`config.mk`:
```
export PLATFORM = sky130hd
export DESIGN_NAME = req_ring_engine
export DESIGN_NICKNAME = d
export VERILOG_FILES = /design/src/rtl/req_ring_engine.sv
export SDC_FILE = /design/constraint.sdc
export NUM_CORES = 1
export LEC_CHECK = 0
export BUFFER_PORTS_ARGS = -buffer_cell sky130_fd_sc_hd__buf_4
export CORE_MARGIN = 2
export CORE_UTILIZATION = 30
export DETAILED_ROUTE_END_ITERATION = 8
export SLEW_MARGIN = 20
export SYNTH_ARGS = -nofsm -noshare
export SYNTH_HDL_FRONTEND = slang
export SYNTH_SLANG_ARGS = --single-unit
```
`constraint.sdc`:
```
create_clock -name clk -period 4.7 [get_ports clk]
set_input_delay 0.47 -clock clk [delete_from_list [all_inputs] [get_ports clk]]
set_output_delay 0.47 -clock clk [all_outputs]
set_load 0.05 [all_outputs]
```
`src/rtl/req_ring_engine.sv`:
```
`timescale 1ns/1ps
module req_ring_engine #(
  parameter int AW          = 64,
  parameter int RW          = 32,
  parameter int IDX_W       = 8,
  parameter int SIZE_W      = 32,
  parameter int FLAG_W      = 32,
  parameter int IN_UNIT_LG  = 4,
  parameter int OUT_UNIT_LG = 2,
  parameter int MARK_BIT    = 31
) (
  input  logic                 clk,
  input  logic                 rst_n,
  input  logic                 reg_we,
  input  logic [3:0]           reg_addr,
  input  logic [RW-1:0]        reg_wdata,
  output logic [RW-1:0]        reg_rdata,
  output logic                 mrd_valid,
  input  logic                 mrd_ready,
  output logic [AW-1:0]        mrd_addr,
  input  logic                 mrd_rvalid,
  input  logic [AW+SIZE_W-1:0] mrd_rdata,
  output logic                 req_valid,
  input  logic                 req_ready,
  output logic [AW-1:0]        req_addr,
  output logic [SIZE_W-1:0]    req_size,
  output logic [IDX_W-1:0]     req_idx,
  input  logic                 cpl_valid,
  output logic                 cpl_ready,
  input  logic [FLAG_W-1:0]    cpl_flag,
  output logic                 mwr_valid,
  input  logic                 mwr_ready,
  output logic [AW-1:0]        mwr_addr,
  output logic [FLAG_W-1:0]    mwr_data,
  output logic                 irq
);
  localparam int CNT_W = IDX_W + 1;
  localparam logic [CNT_W-1:0]  MAX_CNT = CNT_W'(1) << IDX_W;
  localparam logic [FLAG_W-1:0] MARK    = FLAG_W'(1) << MARK_BIT;

  localparam logic [3:0] A_IB_LO = 4'd0, A_IB_HI = 4'd1, A_IB_WP = 4'd2, A_CFG  = 4'd3,
                         A_OB_LO = 4'd4, A_OB_HI = 4'd5, A_SH_LO = 4'd6, A_SH_HI = 4'd7,
                         A_CAUSE = 4'd8, A_EN    = 4'd9, A_IB_RD = 4'd10, A_OB_WR = 4'd11,
                         A_ACK   = 4'd12;

  typedef enum logic [1:0] {I_IDLE, I_RD, I_WAIT, I_DISP} in_st_t;
  typedef enum logic [1:0] {O_IDLE, O_UNIT, O_SHD} out_st_t;

  function automatic logic [CNT_W-1:0] span(input logic [IDX_W-1:0] f);
    return (f == '0) ? MAX_CNT : {1'b0, f};
  endfunction

  function automatic logic [IDX_W-1:0] step(input logic [IDX_W-1:0] i, input logic [CNT_W-1:0] n);
    logic [CNT_W-1:0] s;
    s = {1'b0, i} + CNT_W'(1);
    return (s == n) ? '0 : s[IDX_W-1:0];
  endfunction

  logic [RW-1:0]     ib_lo, ib_hi, ob_lo, ob_hi, sh_lo, sh_hi;
  logic [IDX_W-1:0]  cfg_cnt, ib_wp, ib_last, ob_last, ob_ack, cur_idx, oidx;
  logic [FLAG_W-1:0] flag_q;
  logic              cause, int_en;
  in_st_t            ist;
  out_st_t           ost;

  logic              cfg_we;
  logic [CNT_W-1:0]  ring_cnt, new_cnt, new_last_w;
  logic [IDX_W-1:0]  cfg_last, ib_next, ob_next;

  assign cfg_we     = reg_we && (reg_addr == A_CFG);
  assign ring_cnt   = span(cfg_cnt);
  assign new_cnt    = span(reg_wdata[IDX_W-1:0]);
  assign new_last_w = new_cnt - CNT_W'(1);
  assign cfg_last   = new_last_w[IDX_W-1:0];
  assign ib_next    = step(ib_last, ring_cnt);
  assign ob_next    = step(ob_last, ring_cnt);

  always_ff @(posedge clk) begin
    if (!rst_n) begin
      ib_lo <= '0; ib_hi <= '0; ob_lo <= '0; ob_hi <= '0; sh_lo <= '0; sh_hi <= '0;
      cfg_cnt <= '0; ib_wp <= '1; ob_ack <= '1; int_en <= 1'b0;
    end else if (reg_we) begin
      case (reg_addr)
        A_IB_LO: ib_lo <= reg_wdata;
        A_IB_HI: ib_hi <= reg_wdata;
        A_OB_LO: ob_lo <= reg_wdata;
        A_OB_HI: ob_hi <= reg_wdata;
        A_SH_LO: sh_lo <= reg_wdata;
        A_SH_HI: sh_hi <= reg_wdata;
        A_IB_WP: ib_wp <= reg_wdata[IDX_W-1:0];
        A_ACK:   ob_ack <= reg_wdata[IDX_W-1:0];
        A_EN:    int_en <= reg_wdata[0];
        A_CFG: begin
          cfg_cnt <= reg_wdata[IDX_W-1:0];
          ib_wp   <= cfg_last;
          ob_ack  <= cfg_last;
        end
        default: ;
      endcase
    end
  end

  always_comb begin
    case (reg_addr)
      A_IB_LO: reg_rdata = ib_lo;
      A_IB_HI: reg_rdata = ib_hi;
      A_IB_WP: reg_rdata = RW'(ib_wp);
      A_CFG:   reg_rdata = RW'(cfg_cnt);
      A_OB_LO: reg_rdata = ob_lo;
      A_OB_HI: reg_rdata = ob_hi;
      A_SH_LO: reg_rdata = sh_lo;
      A_SH_HI: reg_rdata = sh_hi;
      A_CAUSE: reg_rdata = RW'(cause);
      A_EN:    reg_rdata = RW'(int_en);
      A_IB_RD: reg_rdata = RW'(ib_last);
      A_OB_WR: reg_rdata = RW'(ob_last);
      A_ACK:   reg_rdata = RW'(ob_ack);
      default: reg_rdata = '0;
    endcase
  end

  always_ff @(posedge clk) begin
    if (!rst_n) begin
      ist <= I_IDLE; ib_last <= '1; cur_idx <= '0; req_addr <= '0; req_size <= '0;
    end else if (cfg_we) begin
      ist <= I_IDLE; ib_last <= cfg_last;
    end else begin
      case (ist)
        I_IDLE: if (ib_last != ib_wp) begin
          cur_idx <= ib_next;
          ist     <= I_RD;
        end
        I_RD:   if (mrd_ready) ist <= I_WAIT;
        I_WAIT: if (mrd_rvalid) begin
          req_addr <= mrd_rdata[AW-1:0];
          req_size <= mrd_rdata[AW +: SIZE_W];
          ist      <= I_DISP;
        end
        I_DISP: if (req_ready) begin
          ib_last <= cur_idx;
          ist     <= I_IDLE;
        end
        default: ist <= I_IDLE;
      endcase
    end
  end

  assign mrd_valid = (ist == I_RD);
  assign mrd_addr  = AW'({ib_hi, ib_lo}) + (AW'(cur_idx) << IN_UNIT_LG);
  assign req_valid = (ist == I_DISP);
  assign req_idx   = cur_idx;

  always_ff @(posedge clk) begin
    if (!rst_n) begin
      ost <= O_IDLE; ob_last <= '1; oidx <= '0; flag_q <= '0; cause <= 1'b0;
    end else begin
      if (reg_we && reg_addr == A_CAUSE && reg_wdata[0]) cause <= 1'b0;
      if (cfg_we) begin
        ost <= O_IDLE; ob_last <= cfg_last;
      end else begin
        case (ost)
          O_IDLE: if (cpl_valid && cpl_ready) begin
            flag_q <= cpl_flag | MARK;
            oidx   <= ob_next;
            ost    <= O_UNIT;
          end
          O_UNIT: if (mwr_ready) ost <= O_SHD;
          O_SHD:  if (mwr_ready) begin
            ob_last <= oidx;
            cause   <= 1'b1;
            ost     <= O_IDLE;
          end
          default: ost <= O_IDLE;
        endcase
      end
    end
  end

  assign cpl_ready = (ost == O_IDLE) && (ob_next != ob_ack);
  assign mwr_valid = (ost != O_IDLE);
  assign mwr_addr  = (ost == O_SHD) ? AW'({sh_hi, sh_lo})
                                    : AW'({ob_hi, ob_lo}) + (AW'(oidx) << OUT_UNIT_LG);
  assign mwr_data  = (ost == O_SHD) ? FLAG_W'(oidx) : flag_q;
  assign irq       = cause & int_en;

  a_r3_in_order: assert property (@(posedge clk) disable iff (!rst_n)
    (req_valid && req_ready && !cfg_we) |=> (ib_last == $past(req_idx)));

  a_r4_index_bound: assert property (@(posedge clk) disable iff (!rst_n)
    ({1'b0, ib_last} < ring_cnt) && ({1'b0, ob_last} < ring_cnt));

  a_r5_marked_unit: assert property (@(posedge clk) disable iff (!rst_n)
    (cpl_valid && cpl_ready && !cfg_we) |=> (mwr_valid && mwr_data == ($past(cpl_flag) | MARK)));

  a_r7_no_overrun: assert property (@(posedge clk) disable iff (!rst_n)
    (ost == O_SHD && mwr_valid) |-> (mwr_data[IDX_W-1:0] != ob_ack));

  a_r8_cause_set: assert property (@(posedge clk) disable iff (!rst_n)
    (ost == O_SHD && mwr_valid && mwr_ready && !cfg_we) |=> cause);

  a_r9_req_hold: assert property (@(posedge clk) disable iff (!rst_n)
    (req_valid && !req_ready && !cfg_we) |=> (req_valid && $stable(req_addr) && $stable(req_idx)));

  a_r9_wr_hold: assert property (@(posedge clk) disable iff (!rst_n)
    (mwr_valid && !mwr_ready && !cfg_we) |=> (mwr_valid && $stable(mwr_addr) && $stable(mwr_data)));
endmodule

```
==> results of run 1 <==
-- logic make-up (layout without fill, tap and decap cells) --
family                   after synthesis  count (layout)  share of synthesized area [%]
buffers and inverters                256             638                           5.08
flip-flops                           382             382                           37.1
XOR/XNOR                             154             154                           6.54
other                                  0               4                              0
AND/OR/NAND/NOR                     1198            1198                           25.2
adder cells (fa/ha/maj)               26              26                           1.65
AO/OA/AOI/OAI                        611             611                           21.5
multiplexers                          59              59                           3.00
-- area by class of cell --
class                           count  area (sq um)
Sequential cell                   382          7650
Timing Repair Buffer              511          3910
Inverter                           42           158
Clock inverter                     16           178
Fill cell                        7084         41900
Clock buffer                       69          1410
Multi-Input combinational cell   2048         12000
Antenna cell                        4          10.0
Tap cell                          882          1100
-- synth_stat cells (all sizes together), types with 25 or more instances --
| master | count |
|---|---|
| nand2 | 831 |
| dfxtp | 382 |
| nand4 | 36 |
| o211ai | 25 |
| and2 | 45 |
| xnor2 | 66 |
| clkbuf | 190 |
| and3 | 45 |
| a22oi | 97 |
| xor2 | 88 |
| nand3 | 73 |
| a21boi | 301 |
| inv | 42 |
| nor2 | 67 |
| o21ai | 74 |
| mux2i | 54 |
-- layout by cell type (no fill, tap or decap), types with 11 or more instances in the layout --
| cell type | instances |
|---|---|
| clkbuf_8 | 13 |
| a211oi_1 | 11 |
| a21oi_1 | 24 |
| nor3_1 | 19 |
| a22oi_1 | 97 |
| o21ai_0 | 58 |
| nand3_1 | 71 |
| o211ai_1 | 25 |
| and3_1 | 41 |
| xor2_1 | 87 |
| and2_1 | 39 |
| buf_4 | 504 |
| inv_1 | 42 |
| xnor2_1 | 66 |
| clkbuf_16 | 48 |
| mux2i_1 | 54 |
| nor2_1 | 64 |
| o21ai_1 | 16 |
| dfxtp_1 | 381 |
| o2111ai_1 | 18 |
| nor4_1 | 16 |
| a21boi_0 | 299 |
| nor2b_1 | 22 |
| nand2_1 | 828 |
| ha_1 | 24 |
| nand4_1 | 36 |
-- critical path: stages (launching register included) --
cell and delay (ns):
dfxtp_1 0.49, and4_1 0.38, nand2_1 0.12, or4_1 0.59
nor4_4 0.26, and4_1 0.29, and3_2 0.37, buf_4 0.23
nand4_1 0.11, xor2_1 0.18, o21ai_1 0.21, buf_4 0.24
-- layer usage --
metal / share of wire (%) / wire length (um) / vias up
met1: 43 / 36400 / 9851
li1: - / - / 9839
met5: 0 / 0 / -
met2: 44 / 38000 / 949
met4: 3.4 / 2880 / 0
met3: 9.6 / 8170 / 146
-- state kept, by name, indices dropped and copies added, names as in the netlist, 32 cells and up --
signal    count
ib_hi        32
sh_hi        32
sh_lo        32
ib_lo        32
ob_lo        32
ob_hi        32
req_addr     64
flag_q       32
req_size     32
-- metrics by stage --
| step | total power (uW) | util (%) |
|---|---|---|
| after floorplan | 4810 | - |
| after global placement | 5450 | 36.3 |
| after detailed placement | 5450 | 36.3 |
| after CTS | 9250 | 38.6 |
| after global routing | 9510 | 38.7 |
| final | 9160 | 38.7 |
-- how the worst min path moves through the flow --
stage	depth (start not counted)	to	from	slack, ns
after floorplan	2	flag_q[10]	flag_q[10]	0.43
final	3	flag_q[20]	cpl_flag[20]	0.14
after global routing	3	flag_q[17]	cpl_flag[17]	0.11
after CTS	3	flag_q[8]	cpl_flag[8]	0.1
after global placement	2	flag_q[16]	flag_q[16]	0.44
after detailed placement	2	flag_q[19]	flag_q[19]	0.44
-- where the power goes --
| group | switching, uW | leakage, uW | internal, uW | total [uW] |
|---|---|---|---|---|
| combinational | 1240 | 0.00666 | 619 | 1850 |
| sequential | 148 | 0.00309 | 3390 | 3530 |
| clock | 1530 | 0.000793 | 2240 | 3780 |
| total | 2920 | 0.0105 | 6250 | 9160 |
-- timing repair --
item / CTS / global route
setup endpoints to repair: 2 / 35
gates cloned: 0 / 0
resized for setup: 2 / 9
==> flow_summary.json, run 1 <==
{
  "rr_endpoint": "flag_q[12]",
  "synth_edf_count": 0,
  "r2r_cells": 11,
  "start_util_pct": 30.2,
  "cts_hold_buf": 0,
  "grt_busiest_layer": "met2",
  "drt-total-wl_um": 85400,
  "post-cts-setup-buffers": 0,
  "die_y_um": 266,
  "slew_headroom_pct": 30.5,
  "syn_area_per_cell_sq_um": 7.68,
  "synth_cell_type_count": 73,
  "grt_pass1_wl_um": 125000,
  "clock_path_buffers": 3,
  "synth_seq_cells": 382,
  "drt-initial-drc-count": 1950,
  "period_needed_ns": 4.55,
  "ys_seq_area_share_pct": 37.1,
  "fin_skew_ns": 0.0114,
  "p_per_area_nw_per_um2": 347,
  "fin_ws_ns": 0.152,
  "place_ws_ns": 0.648,
  "area_growth_syn_to_layout_pct": 28.1,
  "die_x_um": 266,
  "hold_path_class": "input port to flop",
  "use_met3_pct": 5.63,
  "grtUsageMet1_pct": 31.2,
  "async_flop_share_pct": 0,
  "grt_start_max_net_pins": 137,
  "rr_startpoint": "ob_last[1]",
  "dpl_cell_area_sq_um": 24800,
  "cts.sinks": 382,
  "ir_drop_mv": 0.263,
  "tns_ns": 0,
  "critical_path_class": "flop to primary output",
  "cts.clk_slew.worst_paths_ns": 0.06,
  "dp_cells": 3865,
  "cts-buffers-inserted": 48,
  "cts_root_buffer": "clkbuf_16",
  "rsz0062_at_grt": "false",
  "num_vias": 20785,
  "whs_ns": 0.137,
  "fp-row-count": 96,
  "worstPathRequired_ns": 4.23,
  "final_max_slew_viol_count": 0,
  "place_hpwl_um": 60400,
  "hold_violations": 0,
  "critPathLaunchType": "flop",
  "max_cap_viol_count": 0,
  "io_pins": 473,
  "r2r_setup_slack_ns": 0.78,
  "clock_latency_ns": 0.58,
  "htree_num_levels": 2,
  "cp_max_fo": 8,
  "syn_area_sq_um": 20600,
  "overflow": 0,
  "end_kind": "primary output",
  "finalSetupViolations": 0,
  "die_area_sq_um": 70900,
  "stdcell_count": 3954,
  "nets": 3231,
  "ys_top_cells_by_area": "dfxtp_1 37%, nand2_1 15%, a21boi_0 11%, xor2_1 3.7%, a22oi_1 3.5%",
  "viasPerCell": 5.26,
  "synth_flop_cell": "dfxtp_1",
  "status": "finished, final reports clean",
  "yosys.area.top_type_share_pct": 37.1,
  "max_freq_ghz": 0.220,
  "synth_warnings": 0,
  "placement.io_buffers": 471,
  "routabilityCongestion": 0.896,
  "drive_above_1_share_pct": 20.5,
  "grtUsageTotal_pct": 23.1,
  "use_met2_pct": 35.4,
  "crit_end": "mwr_addr[51]",
  "drc": 0,
  "wl_per_cell_um": 21.6,
  "ant_nets": 0,
  "p_leak_uw": 0.0105,
  "cp.arrival_ns": 4.08,
  "antenna_found_initial": 3,
  "synthCells": 2686,
  "syn-num-nets": 2884,
  "core_area_sq_um": 68300,
  "period_share_pct": 96.8,
  "worst_slew_pin_slew_ns": 1.04,
  "yosysTopAreaCell": "dfxtp_1",
  "design_area_sq_um": 26400,
  "dr.pass1.iters": 6,
  "grt_pass1_vias": 19284,
  "cts_tree": "built",
  "crit_path_start": "ob_lo[13]"
}
Power figures use the tool's default switching activity.
==> inputs of run 2 (changes only) <==
ABC_AREA = 1   (was not set)
==> flow_summary.json, run 2 <==
{
  "status": "finished, final reports clean",
  "ant_nets": 0,
  "antenna_found_initial": 6,
  "start_util_pct": 30.3,
  "grt_pass1_wl_um": 135000,
  "cts_root_buffer": "clkbuf_16",
  "rsz0062_at_grt": "false",
  "p_per_area_nw_per_um2": 392,
  "stdcell_count": 4323,
  "seq_area_sq_um": 7650,
  "p_leak_uw": 0.0110,
  "synth_edf_count": 0,
  "whs_endpoint": "flag_q[9]",
  "fp-row-count": 95,
  "placement.io_buffers": 471,
  "rr_startpoint": "ob_last[1]",
  "clock_latency_ns": 0.60,
  "largest_register": "req_addr",
  "grtUsageTotal_pct": 25.6,
  "hold_violations": 0,
  "drc": 0,
  "area_growth_syn_to_layout_pct": 28.2,
  "end_kind": "primary output",
  "hold_start": "cpl_flag[9]",
  "cts_tree": "built",
  "finalSetupViolations": 0,
  "yosys.area.top_type_share_pct": 37.6,
  "final_max_slew_viol_count": 0,
  "syn-num-nets": 3228,
  "drive_above_1_share_pct": 17.8,
  "htree_num_levels": 2,
  "fin_skew_ns": 0.0156,
  "io_pins": 473,
  "synth_cell_type_count": 49,
  "wl_per_cell_um": 21.7,
  "cts.sinks": 382,
  "drt-total-wl_um": 93900,
  "yosys-top-cells-count": "474 x nand2_1, 425 x nor2_1, 395 x o21ai_0, 382 x dfxtp_1, 379 x inv_1",
  "period_needed_ns": 4.48,
  "async_flop_share_pct": 0,
  "overflow": 0,
  "final_cell_mix": "497 x buf_4, 467 x nand2_1, 422 x nor2_1",
  "synth.most_common_cell": "nand2_1",
  "worstPathRequired_ns": 4.23,
  "viasPerCell": 5.24,
  "syn_area_per_cell_sq_um": 6.71,
  "core_area_sq_um": 67200,
  "synth_warnings": 0,
  "hold_path_class": "input port to flop",
  "syn_area_sq_um": 20300,
  "ir_drop_mv": 0.346,
  "ys_top_cells_by_area": "dfxtp_1 38%, o21ai_0 9.7%, nand2_1 8.7%, nor2_1 7.8%, inv_1 7.0%",
  "critPathBufInv": 4,
  "multi_input_area_sq_um": 10600,
  "clock_path_buffers": 3,
  "finalCoreUtilization_pct": 38.8,
  "r2r_setup_slack_ns": 1.05,
  "max_freq_ghz": 0.223,
  "synthCells": 3030,
  "cts.clk_slew.worst_paths_ns": 0.06,
  "worst_slew_pin_slew_ns": 1.07,
  "place_hpwl_um": 72100,
  "n_fill_cell": 7153,
  "synth_flop_cell": "dfxtp_1",
  "cp.arrival_ns": 4.01,
  "num_vias": 22647,
  "mostFrequentLayoutCell": "buf_4",
  "largest_reg_flops": 64,
  "dp_cells": 4235,
  "period_share_pct": 95.3,
  "p_total_uw": 10200,
  "yosysTopAreaCell": "dfxtp_1",
  "nets": 3608,
  "cts-buffers-inserted": 46,
  "whs_path_depth": 3,
  "slew_headroom_pct": 26.9,
  "routabilityCongestion": 1.00,
  "rr_endpoint": "flag_q[9]",
  "slowest_stage": "fa_1",
  "critPathMaxStageDelay_ns": 0.43,
  "cp_max_fo": 5,
  "grt_pass1_vias": 20587,
  "path_cells": "ha_1, inv_1, fa_1, inv_1, a21oi_1, o21ai_2, nand2_1, nor2_1, nand2_1, inv_1, nand3_1, xor2_1, nand2_1, o21ai_0, buf_4",
  "dr.pass1.iters": 7,
  "critical_path_class": "flop to primary output",
  "post-cts-setup-buffers": 0,
  "ys_seq_area_share_pct": 37.6,
  "r2r_cells": 18,
  "die_x_um": 264,
  "synth_seq_cells": 382,
  "drt-initial-drc-count": 2567,
  "max_cap_viol_count": 0,
  "die_y_um": 264,
  "tns_ns": 0,
  "critPathLaunchType": "flop",
  "critPathTopFamily": "simple AND/OR/NAND/NOR gates",
  "grt_start_max_net_pins": 106,
  "die_area_sq_um": 69900
}
run 2: per-stage QoR:
step / setup slack (ns) / hold WS, ns / cell area (sq um)
detailed placement: 0.721 / 0.455 / 24500
CTS: 0.0709 / 0.0683 / 26000
global placement: 0.756 / 0.451 / 24500
floorplan: 0.685 / 0.436 / 20300
global route: 0.00152 / 0.0868 / 26100
finish: 0.221 / 0.103 / 26100
run 2: how the worst max path moves through the flow:
stage / from / to / slack [ns] / cells past startpoint
floorplan: req_idx[0] / mrd_addr[62] / 0.68 / 16
global placement: oidx[0] / mwr_addr[36] / 0.76 / 17
detailed placement: oidx[0] / mwr_addr[40] / 0.72 / 17
CTS: oidx[0] / mwr_addr[40] / 0.07 / 17
global route: req_idx[2] / mrd_addr[63] / 0.002 / 15
finish: oidx[0] / mwr_addr[38] / 0.22 / 15
run 2: layout make-up:
type,count,area share (%)
well taps,873,4.19
repair buffers,498,14.4
clock inverters,13,0.489
diodes,4,0.0384
inverters,386,5.56
multi-input cells,2096,40.8
flip-flops and latches,382,29.3
clock buffers,71,5.24
run 2: worst reg2reg max path: stages, from the launching register on:
cell,delay [ns]
dfxtp_1,0.54
ha_1,0.29
nand2_1,0.11
nor2_1,0.16
nand3_1,0.11
nand3_1,0.10
nand2_1,0.07
nor2_2,0.11
nand3_2,0.31
nand2_1,0.24
nand2_1,0.09
nand4_1,0.11
nor2_1,0.06
nand2_2,0.07
nand4_4,0.51
buf_4,0.47
nand2_1,0.10
nand2_1,0.06
nor2_1,0.10
run 2: repair_timing:
| item | CTS | global route |
|---|---|---|
| resized for setup | 0 | 10 |
| hold buffers | 0 | 0 |
| endpoints found under the setup margin | 0 | 8 |
run 2: metal layers:
layer	global-route usage, %	up-vias	wire (um)	share of wire (%)
met5	0	-	22	0.023
met4	8.97	4	3380	3.6
met3	7.52	195	11200	12
met2	37.9	1168	39500	42
met1	35.3	10504	39800	42
li1	-	10776	-	-
run 2: where the power goes:
part | switching, uW | total (uW) | internal (uW) | leakage, uW
clock network | 1530 | 3590 | 2060 | 0.000728
registers | 204 | 3710 | 3510 | 0.00311
logic | 2070 | 2910 | 840 | 0.00713
run 2: logic make-up (layout without fill, tap and decap cells):
logic type / after synthesis / count (layout) / share of synthesized area [%]
AND/OR/NAND/NOR: 1158 / 1158 / 23.8
AO/OA/AOI/OAI: 802 / 802 / 21.7
buffers and inverters: 552 / 968 / 10.5
flip-flops: 382 / 382 / 37.6
XOR/XNOR: 110 / 110 / 4.74
adder cells (fa/ha/maj): 26 / 26 / 1.67
other: 0 / 4 / 0
==> inputs of run 3 (changes only) <==
clock period = 5.1 ns   (was 4.7 ns; I/O delays follow)
==> flow_summary.json, run 3 (same netlist as run 2, synthesis figures left out) <==
{
  "cts_tree": "built",
  "pwr-share-comb_pct": 27.4,
  "die_y_um": 264,
  "fin_skew_ns": 0.00717,
  "dr.pass1.iters": 9,
  "cts.sinks": 382,
  "drt-total-wl_um": 94800,
  "placement.io_buffers": 471,
  "mostFrequentLayoutCell": "buf_4",
  "max_freq_ghz": 0.208,
  "period_needed_ns": 4.80,
  "p_per_area_nw_per_um2": 374,
  "p_leak_uw": 0.0110,
  "rsz0062_at_grt": "false",
  "sw_frac_of_total_pct": 36.1,
  "final_cell_mix": "494 x buf_4, 467 x nand2_1, 423 x nor2_1",
  "antenna_found_initial": 9,
  "grt_start_max_net_pins": 220,
  "io_pins": 473,
  "nets": 3606,
  "largest_register": "req_addr",
  "post-cts-setup-buffers": 0,
  "fp-row-count": 95,
  "worst_slew_pin_slew_ns": 1.20,
  "place_hpwl_um": 72200,
  "largest_reg_flops": 64,
  "period_share_pct": 94.1,
  "area_growth_syn_to_layout_pct": 29.0,
  "critical_path_class": "flop to primary output",
  "num_vias": 22621,
  "grt_pass1_vias": 20908,
  "finalSetupViolations": 0,
  "grtUsageTotal_pct": 26.0,
  "max_cap_viol_count": 0,
  "cts-buffers-inserted": 46,
  "dp_cells": 4233,
  "critPathLaunchType": "flop",
  "start_util_pct": 30.3,
  "grt_pass1_wl_um": 137000,
  "hold_path_class": "input port to flop",
  "switching_power_uw": 3550,
  "hold_violations": 0,
  "drt-initial-drc-count": 2548,
  "intPower_uw": 6270,
  "core_area_sq_um": 67200,
  "p_seq_share_pct": 34.8,
  "cts_hold_buf": 0,
  "ant_nets": 0,
  "cts.clk_slew.worst_paths_ns": 0.06,
  "end_kind": "primary output",
  "drc": 0,
  "overflow": 0,
  "ctsResizeCount": 0,
  "pwr-share-clk_pct": 37.8,
  "cp.arrival_ns": 4.29,
  "tns_ns": 0,
  "final_max_slew_viol_count": 0,
  "die_x_um": 264,
  "slew_headroom_pct": 19.8,
  "routabilityCongestion": 1.00,
  "htree_num_levels": 2,
  "wl_per_cell_um": 22.0,
  "worstPathRequired_ns": 4.59,
  "status": "finished, final reports clean",
  "stdcell_count": 4320,
  "clock_latency_ns": 0.59,
  "die_area_sq_um": 69900,
  "cts_root_buffer": "clkbuf_16",
  "clock_path_buffers": 3,
  "cp_max_fo": 6,
  "r2r_cells": 19,
  "whs_path_depth": 3,
  "ir_drop_mv": 0.340,
  "drive_above_1_share_pct": 17.9,
  "viasPerCell": 5.24
}
-- run 3: power groups by stage --
stage / logic (uW) / registers (uW) / clock network [uW]
2_1_floorplan: 1270 / 3980 / 0
3_3_place_gp: 2680 / 3470 / 0
3_5_place_dp: 2680 / 3480 / 0
4_1_cts: 2690 / 3420 / 3750
5_1_grt: 2890 / 3450 / 3870
6_report: 2700 / 3420 / 3710
-- run 3: worst max-delay path, cell delays in order, from the launching register on --
cell	delay (ns)
dfxtp_1	0.38
ha_1	0.17
buf_4	0.15
inv_1	0.06
fa_1	0.42
inv_1	0.12
a21oi_1	0.11
o21ai_2	0.26
nand2_1	0.18
nor2_2	0.19
nand2_1	0.12
nor2_2	0.22
nand2_1	0.13
nor2_2	0.24
nand2_1	0.10
xor2_1	0.24
nand2_1	0.10
o21ai_0	0.21
buf_4	0.29
-- run 3: final timing paths --
check	startpoint	endpoint	slack, ns
max	oidx[0]	mwr_addr[36]	0.30
min	cpl_flag[21]	flag_q[21]	0.15
max reg2reg	ob_last[1]	flag_q[15]	1.58
min reg2reg	sh_lo[10]	sh_lo[10]	0.47
-- run 3: per-stage QoR --
stage          setup slack (ns)  utilization, %  hold slack [ns]  area [sq um]  power (uW)
2_1_floorplan              1.04               -            0.436         20300        5250
3_3_place_gp               1.04            36.5            0.450         24500        6150
3_5_place_dp               1.02            36.5            0.454         24500        6160
4_1_cts                   0.348            39.0            0.114         26200        9860
5_1_grt                  0.0385            39.1            0.132         26200       10200
6_report                  0.303            39.1            0.147         26200        9820
-- run 3: cell type report --
type / instances / area [sq um]
inverter: 386 / 1450
sequential: 382 / 7650
clock buffer: 68 / 1410
antenna: 3 / 7.51
clock inverter: 16 / 290
multi-input combinational: 2096 / 10600
fill: 7208 / 40900
timing repair buffer: 496 / 3740
tap: 873 / 1090
-- run 3: layer usage --
| metal | track usage [%] | part of all wire, % |
|---|---|---|
| met5 | 0 | 0.045 |
| met4 | 8.29 | 2.9 |
| met3 | 8.22 | 12 |
| met2 | 39.4 | 43 |
| met1 | 35.0 | 42 |
